File: config.mk
export PLATFORM = sky130hd
export DESIGN_NAME = clock_nru_selector
export DESIGN_NICKNAME = d
export VERILOG_FILES = /design/src/rtl/clock_nru_pkg.sv /design/src/rtl/nru_flag_bank.sv /design/src/rtl/nru_sweep_ctrl.sv /design/src/rtl/clock_nru_selector.sv
export SDC_FILE = /design/constraint.sdc
export NUM_CORES = 1
export LEC_CHECK = 0
export BUFFER_PORTS_ARGS = -buffer_cell sky130_fd_sc_hd__buf_2
export CAP_MARGIN = 30
export CORE_UTILIZATION = 57
export DETAILED_ROUTE_END_ITERATION = 10
export HOLD_SLACK_MARGIN = 0.15
export PLACE_DENSITY_LB_ADDON = 0.25
export SETUP_SLACK_MARGIN = 0.02
export SYNTH_ARGS = -nofsm -noshare
export SYNTH_HDL_FRONTEND = slang
export SYNTH_HIERARCHICAL = 1
export SYNTH_SLANG_ARGS = --single-unit
File: constraint.sdc
create_clock -name clk -period 3.9 [get_ports clk]
set_clock_uncertainty 0.2 [all_clocks]
set_input_delay 0.78 -clock clk [delete_from_list [all_inputs] [get_ports clk]]
set_output_delay 0.78 -clock clk [all_outputs]
set_load 0.02 [all_outputs]
File: src/rtl/clock_nru_pkg.sv
package clock_nru_pkg;

    typedef enum logic [0:0] {
        SWEEP_IDLE = 1'b0,
        SWEEP_SCAN = 1'b1
    } sweep_state_e;

endpackage

File: src/rtl/nru_flag_bank.sv
module nru_flag_bank #(
    parameter int ENTRIES = 8,
    parameter int IDX_W   = 3
) (
    input  logic               clk,
    input  logic               rst_n,
    input  logic               touch_en,
    input  logic [IDX_W-1:0]   touch_idx,
    input  logic               touch_wr,
    input  logic               clr_en,
    input  logic [IDX_W-1:0]   clr_idx,
    output logic [ENTRIES-1:0] ref_o,
    output logic [ENTRIES-1:0] dirty_o
);

    typedef struct packed {
        logic [ENTRIES-1:0] refb;
        logic [ENTRIES-1:0] dirty;
    } bank_t;

    bank_t bank_d, bank_q;

    logic [ENTRIES-1:0] set_v;
    logic [ENTRIES-1:0] wr_v;
    logic [ENTRIES-1:0] clr_v;

    // Per-slot decode of the touch and sweep-clear indices.
    for (genvar g = 0; g < ENTRIES; g++) begin : g_slot
        assign set_v[g] = touch_en && (touch_idx == IDX_W'(g));
        assign wr_v[g]  = set_v[g] && touch_wr;
        assign clr_v[g] = clr_en && (clr_idx == IDX_W'(g));
    end

    always_comb begin
        bank_d = bank_q;
        // Setting is applied after clearing, so a touch wins a collision.
        bank_d.refb  = (bank_q.refb & ~clr_v) | set_v;
        bank_d.dirty = bank_q.dirty | wr_v;
    end

    always_ff @(posedge clk) begin
        if (!rst_n) begin
            bank_q <= '0;
        end else begin
            bank_q <= bank_d;
        end
    end

    assign ref_o   = bank_q.refb;
    assign dirty_o = bank_q.dirty;

    // an access is remembered in the next cycle
    p_touch_sets_ref_r2: assert property (@(posedge clk) disable iff (!rst_n)
        touch_en |=> ref_o[$past(touch_idx)]);

    // modified flags only ever rise
    p_dirty_sticky_r2: assert property (@(posedge clk) disable iff (!rst_n)
        ((~dirty_o & $past(dirty_o)) == '0));

    // a cleared entry drops unless a touch lands on it too
    p_clear_effect_r9: assert property (@(posedge clk) disable iff (!rst_n)
        (clr_en && !(touch_en && touch_idx == clr_idx)) |=> !ref_o[$past(clr_idx)]);

endmodule

File: src/rtl/nru_sweep_ctrl.sv
module nru_sweep_ctrl
    import clock_nru_pkg::*;
#(
    parameter int ENTRIES = 8,
    parameter int IDX_W   = 3,
    parameter int CNT_W   = 4
) (
    input  logic               clk,
    input  logic               rst_n,
    input  logic               req,
    input  logic               prefer_clean,
    input  logic [ENTRIES-1:0] ref_i,
    input  logic [ENTRIES-1:0] dirty_i,
    output logic               clr_en,
    output logic [IDX_W-1:0]   clr_idx,
    output logic               busy,
    output logic               victim_valid,
    output logic [IDX_W-1:0]   victim_idx,
    output logic               victim_dirty
);

    localparam logic [IDX_W-1:0] LAST_IDX = IDX_W'(ENTRIES - 1);
    localparam logic [CNT_W-1:0] LAP_END  = CNT_W'(ENTRIES - 1);

    typedef struct packed {
        sweep_state_e     st;
        logic [IDX_W-1:0] hand;
        logic             clean_mode;
        logic             fallback;
        logic [CNT_W-1:0] seen;
        logic             vld;
        logic [IDX_W-1:0] vidx;
        logic             vdirty;
    } ctrl_t;

    ctrl_t ctrl_d, ctrl_q;

    logic [IDX_W-1:0] cand;
    logic             strict;
    logic             take;

    always_comb begin
        cand    = (ctrl_q.hand == LAST_IDX) ? '0 : ctrl_q.hand + 1'b1;
        strict  = ctrl_q.clean_mode && !ctrl_q.fallback;
        take    = !ref_i[cand] && (!strict || !dirty_i[cand]);

        ctrl_d     = ctrl_q;
        ctrl_d.vld = 1'b0;
        clr_en     = 1'b0;
        clr_idx    = cand;

        unique case (ctrl_q.st)
            SWEEP_IDLE: begin
                if (req) begin
                    ctrl_d.st         = SWEEP_SCAN;
                    ctrl_d.clean_mode = prefer_clean;
                    ctrl_d.fallback   = 1'b0;
                    ctrl_d.seen       = '0;
                end
            end
            SWEEP_SCAN: begin
                ctrl_d.hand = cand;
                if (take) begin
                    ctrl_d.st     = SWEEP_IDLE;
                    ctrl_d.vld    = 1'b1;
                    ctrl_d.vidx   = cand;
                    ctrl_d.vdirty = dirty_i[cand];
                end else begin
                    clr_en = 1'b1;
                    if (ctrl_q.seen == LAP_END) begin
                        ctrl_d.seen = '0;
                        if (ctrl_q.clean_mode) begin
                            ctrl_d.fallback = 1'b1;
                        end
                    end else begin
                        ctrl_d.seen = ctrl_q.seen + 1'b1;
                    end
                end
            end
            default: ctrl_d.st = SWEEP_IDLE;
        endcase
    end

    always_ff @(posedge clk) begin
        if (!rst_n) begin
            ctrl_q      <= '0;
            ctrl_q.st   <= SWEEP_IDLE;
            ctrl_q.hand <= LAST_IDX;
        end else begin
            ctrl_q <= ctrl_d;
        end
    end

    assign busy         = (ctrl_q.st == SWEEP_SCAN);
    assign victim_valid = ctrl_q.vld;
    assign victim_idx   = ctrl_q.vidx;
    assign victim_dirty = ctrl_q.vdirty;

    // the report is a single-cycle pulse
    p_single_pulse_r6: assert property (@(posedge clk) disable iff (!rst_n)
        victim_valid |=> !victim_valid);

    // the report ends a sweep and busy is already low
    p_report_ends_sweep_r6: assert property (@(posedge clk) disable iff (!rst_n)
        victim_valid |-> (!busy && $past(busy)));

    // while sweeping, the hand moves by exactly one entry each cycle
    p_hand_steps_r3: assert property (@(posedge clk) disable iff (!rst_n)
        busy |=> (ctrl_q.hand == (($past(ctrl_q.hand) == LAST_IDX) ? '0 : $past(ctrl_q.hand) + 1'b1)));

    // a victim taken during the strict lap is unmodified
    p_clean_victim_r7: assert property (@(posedge clk) disable iff (!rst_n)
        (victim_valid && $past(strict)) |-> !victim_dirty);

    // the hand rests on the reported victim
    p_hand_on_victim_r5: assert property (@(posedge clk) disable iff (!rst_n)
        victim_valid |-> (ctrl_q.hand == victim_idx));

endmodule

File: src/rtl/clock_nru_selector.sv
module clock_nru_selector #(
    parameter  int ENTRIES = 8,
    localparam int IDX_W   = (ENTRIES > 1) ? $clog2(ENTRIES) : 1
) (
    input  logic             clk,
    input  logic             rst_n,
    input  logic             touch_en,
    input  logic [IDX_W-1:0] touch_idx,
    input  logic             touch_write,
    input  logic             victim_req,
    input  logic             prefer_clean,
    output logic             busy,
    output logic             victim_valid,
    output logic [IDX_W-1:0] victim_idx,
    output logic             victim_dirty
);

    localparam int CNT_W = $clog2(ENTRIES + 1);

    logic [ENTRIES-1:0] ref_bits;
    logic [ENTRIES-1:0] dirty_bits;
    logic               clr_en;
    logic [IDX_W-1:0]   clr_idx;

    nru_flag_bank #(
        .ENTRIES (ENTRIES),
        .IDX_W   (IDX_W)
    ) i_flag_bank (
        .clk       (clk),
        .rst_n     (rst_n),
        .touch_en  (touch_en),
        .touch_idx (touch_idx),
        .touch_wr  (touch_write),
        .clr_en    (clr_en),
        .clr_idx   (clr_idx),
        .ref_o     (ref_bits),
        .dirty_o   (dirty_bits)
    );

    nru_sweep_ctrl #(
        .ENTRIES (ENTRIES),
        .IDX_W   (IDX_W),
        .CNT_W   (CNT_W)
    ) i_sweep_ctrl (
        .clk          (clk),
        .rst_n        (rst_n),
        .req          (victim_req),
        .prefer_clean (prefer_clean),
        .ref_i        (ref_bits),
        .dirty_i      (dirty_bits),
        .clr_en       (clr_en),
        .clr_idx      (clr_idx),
        .busy         (busy),
        .victim_valid (victim_valid),
        .victim_idx   (victim_idx),
        .victim_dirty (victim_dirty)
    );

endmodule

==> impl_metrics.toml <==
[sta]
drv_slew = 0
min_period_ns = 3.28
fmax_mhz = 305
finalHoldViolations = 0
setup_slack_ns = 0.622
grt_setup_unrepaired = "false"
worstMarginPinSlew_ns = 0.593
setup-tns-final_ns = 0
max-slew-margin-rel = 0.605
setup_violations = 0
fin_crit_sh = 0.840
whs_ns = 0.255

[floorplan]
die_w_um = 53.3
floorplan.core_area_sq_um = 2480
start_util = 0.606
die_h_um = 53.3
dieArea_sq_um = 2840
io_pins = 15
num_rows = 18

[route]
wirelength_mm = 2.95
detail_route.vias_per_cell = 5.88
via_count = 1188
first_pass_iters = 4
ant_nets = 0
wire_per_inst_um = 14.6
drt_iter0_markers = 32
drt_drc_violations_left = 0

[worst_setup_path]
crit_type = "flip-flop to flip-flop"
cp.arrival_ns = 3.30
worstSetupEndpointType = "flip-flop"
r2r-start = "i_sweep_ctrl/ctrl_q[11]$_SDFFE_PN1P_"
cp-start-kind = "flip-flop"
rr_worst_depth = 9
crit_path_end = "i_flag_bank/ref_o[2]$_SDFF_PN0_"
r2r_end = "i_flag_bank/ref_o[2]$_SDFF_PN0_"
cp.required_ns = 3.92
critPathLaunch = "i_sweep_ctrl/ctrl_q[11]$_SDFFE_PN1P_"
rrSetupSlack_ns = 0.62
path_max_fanout = 15

[synthesis]
synth_ff_type = "dfxtp_1"
yosysTopAreaCell = "dfxtp_1"
syn_avg_cell_area_sq_um = 9.38
ys_seq_area_frac = 0.414
postSynthCellCount = 160
synth_commonest_cells = "dfxtp_1 (31), nand2_1 (31), mux2i_1 (10)"
synth_cell_types = 41
yosys_warnings = 6
synth.top_cells.by_area = "dfxtp_1 (41%), nand2_1 (7.8%), mux2i_1 (6.7%)"
syn-cell-area_sq_um = 1500
synth_seq_cells = 31
syn_nets = 172
synthArstFlopShare = 0
synth_edf_count = 0
synth_top_cell_area_share = 0.414

[cts]
cts_resized = 0
root_buffer = "clkbuf_4"
cts_made_buffers = 5
post_cts_buffers = 0
cts_buffer_depth = 2
cts.sinks = 31
cts_tree = "built"
worstSkewPairLatency_ns = 0.33
path_clk_slew_ns = 0.10
cts_htree_levels = 2
cts.hold.buffers_added = 0

[min_path]
hp-class = "flip-flop to flip-flop"

[layout]
layout-drive-gt1-share = 0.174
fin_util = 0.648
diodes = 0
area.growth.synth_to_final_pct = 7.01
nets = 183
final_cell_count_no_fill = 202

[power_and_ir_drop]
leakage_nw = 0.664
ir_worst_vdd_mv = 0.395
powerDensity_nw_per_um2 = 435

[placed_design]
place.gp.congestion = 0.930
placed_cells = 194
dp_hpwl_mm = 2.10
place_ws_ns = 0.655
io_buffers = 14

[grt]
grt_usage = 0.239
grt_max_degree = 36
overflow = 0
grt_pass1_wl_mm = 4.72
grt_pass1_vias = 1046
antenna_found_initial = 0

[status]
status = "completed"

[run]
max-cap-violations = 0
cells by family after synthesis:
family | after synthesis | synth area share
mux | 13 | 0.112
simple gates | 67 | 0.250
compound gates | 31 | 0.139
buf+inv | 15 | 0.0600
fa+ha+maj | 3 | 0.0250
flops | 31 | 0.414
how the worst min path moves through the flow:
stage	endpoint	cells after the start	slack, ns	startpoint
floorplan	i_flag_bank/dirty_o[1]$_SDFF_PN0_	2	0.23	i_flag_bank/dirty_o[1]$_SDFF_PN0_
global placement	i_flag_bank/ref_o[1]$_SDFF_PN0_	2	0.24	i_flag_bank/ref_o[1]$_SDFF_PN0_
detailed placement	i_flag_bank/dirty_o[1]$_SDFF_PN0_	2	0.25	i_flag_bank/dirty_o[1]$_SDFF_PN0_
CTS	i_flag_bank/dirty_o[1]$_SDFF_PN0_	2	0.26	i_flag_bank/dirty_o[1]$_SDFF_PN0_
global route	i_flag_bank/ref_o[5]$_SDFF_PN0_	2	0.28	i_flag_bank/ref_o[5]$_SDFF_PN0_
finish	i_flag_bank/dirty_o[1]$_SDFF_PN0_	2	0.25	i_flag_bank/dirty_o[1]$_SDFF_PN0_
metrics by stage:
step	cell area [sq um]	power, mW
2_1_floorplan	1500	0.465
3_3_place_gp	1540	0.482
3_5_place_dp	1540	0.490
4_1_cts	1610	0.702
5_1_grt	1610	0.730
6_report	1610	0.699
cells in the final DEF, fill, tap and decap left out, types with 2 or more instances in the layout:
cell       count
nor2_1         5
mux4_1         2
mux2i_1       10
nand3b_1       3
a21oi_1        2
ha_1           3
a2111oi_0      4
nor3_1         3
o21a_1         4
and4_1         2
clkbuf_8       2
o21ai_1        8
nand2_1       31
buf_2         14
inv_1          5
o22ai_1        8
and4b_1        3
nor4bb_1       3
nand3_1        4
clkbuf_4       5
dfxtp_1       31
critical path, cell delays in order (launching register included):
cell and delay (ns):
dfxtp_1 0.41, ha_1 0.24, ha_1 0.27, nor2_4 0.30, a2111oi_0 0.16, or4_4 0.56
o21ai_2 0.28, and2_2 0.30, nor4bb_1 0.32, o22ai_1 0.13
flip-flops by register name (all words and copies together), names as in the netlist:
| name | flops |
|---|---|
| i_sweep_ctrl/victim_valid | 1 |
| i_sweep_ctrl/busy | 1 |
| i_flag_bank/dirty_o | 8 |
| i_sweep_ctrl/victim_idx | 3 |
| i_flag_bank/ref_o | 8 |
| i_sweep_ctrl/victim_dirty | 1 |
| i_sweep_ctrl/ctrl_q | 9 |
per-layer routing:
metal | vias up | share of wire | GRT usage
met5 | - | 0 | 0
met2 | 18 | 0.46 | 0.369
met1 | 563 | 0.49 | 0.299
met4 | 0 | 0.017 | 0.0921
li1 | 601 | - | -
met3 | 6 | 0.036 | 0.0862
power breakdown:
part           internal, mW  total (mW)  switching, mW
combinational        0.0557       0.139         0.0832
sequential            0.332       0.345         0.0132
clock                 0.106       0.214          0.108
total                 0.494       0.699          0.205
layout make-up:
type	count	area, sq um
Clock buffer	8	68.8
Fill cell	222	872
Inverter	5	18.8
Multi-Input combinational cell	114	790
Sequential cell	31	621
Tap cell	30	37.5
Timing Repair Buffer	14	70.1
Power figures use the tool's default switching activity.
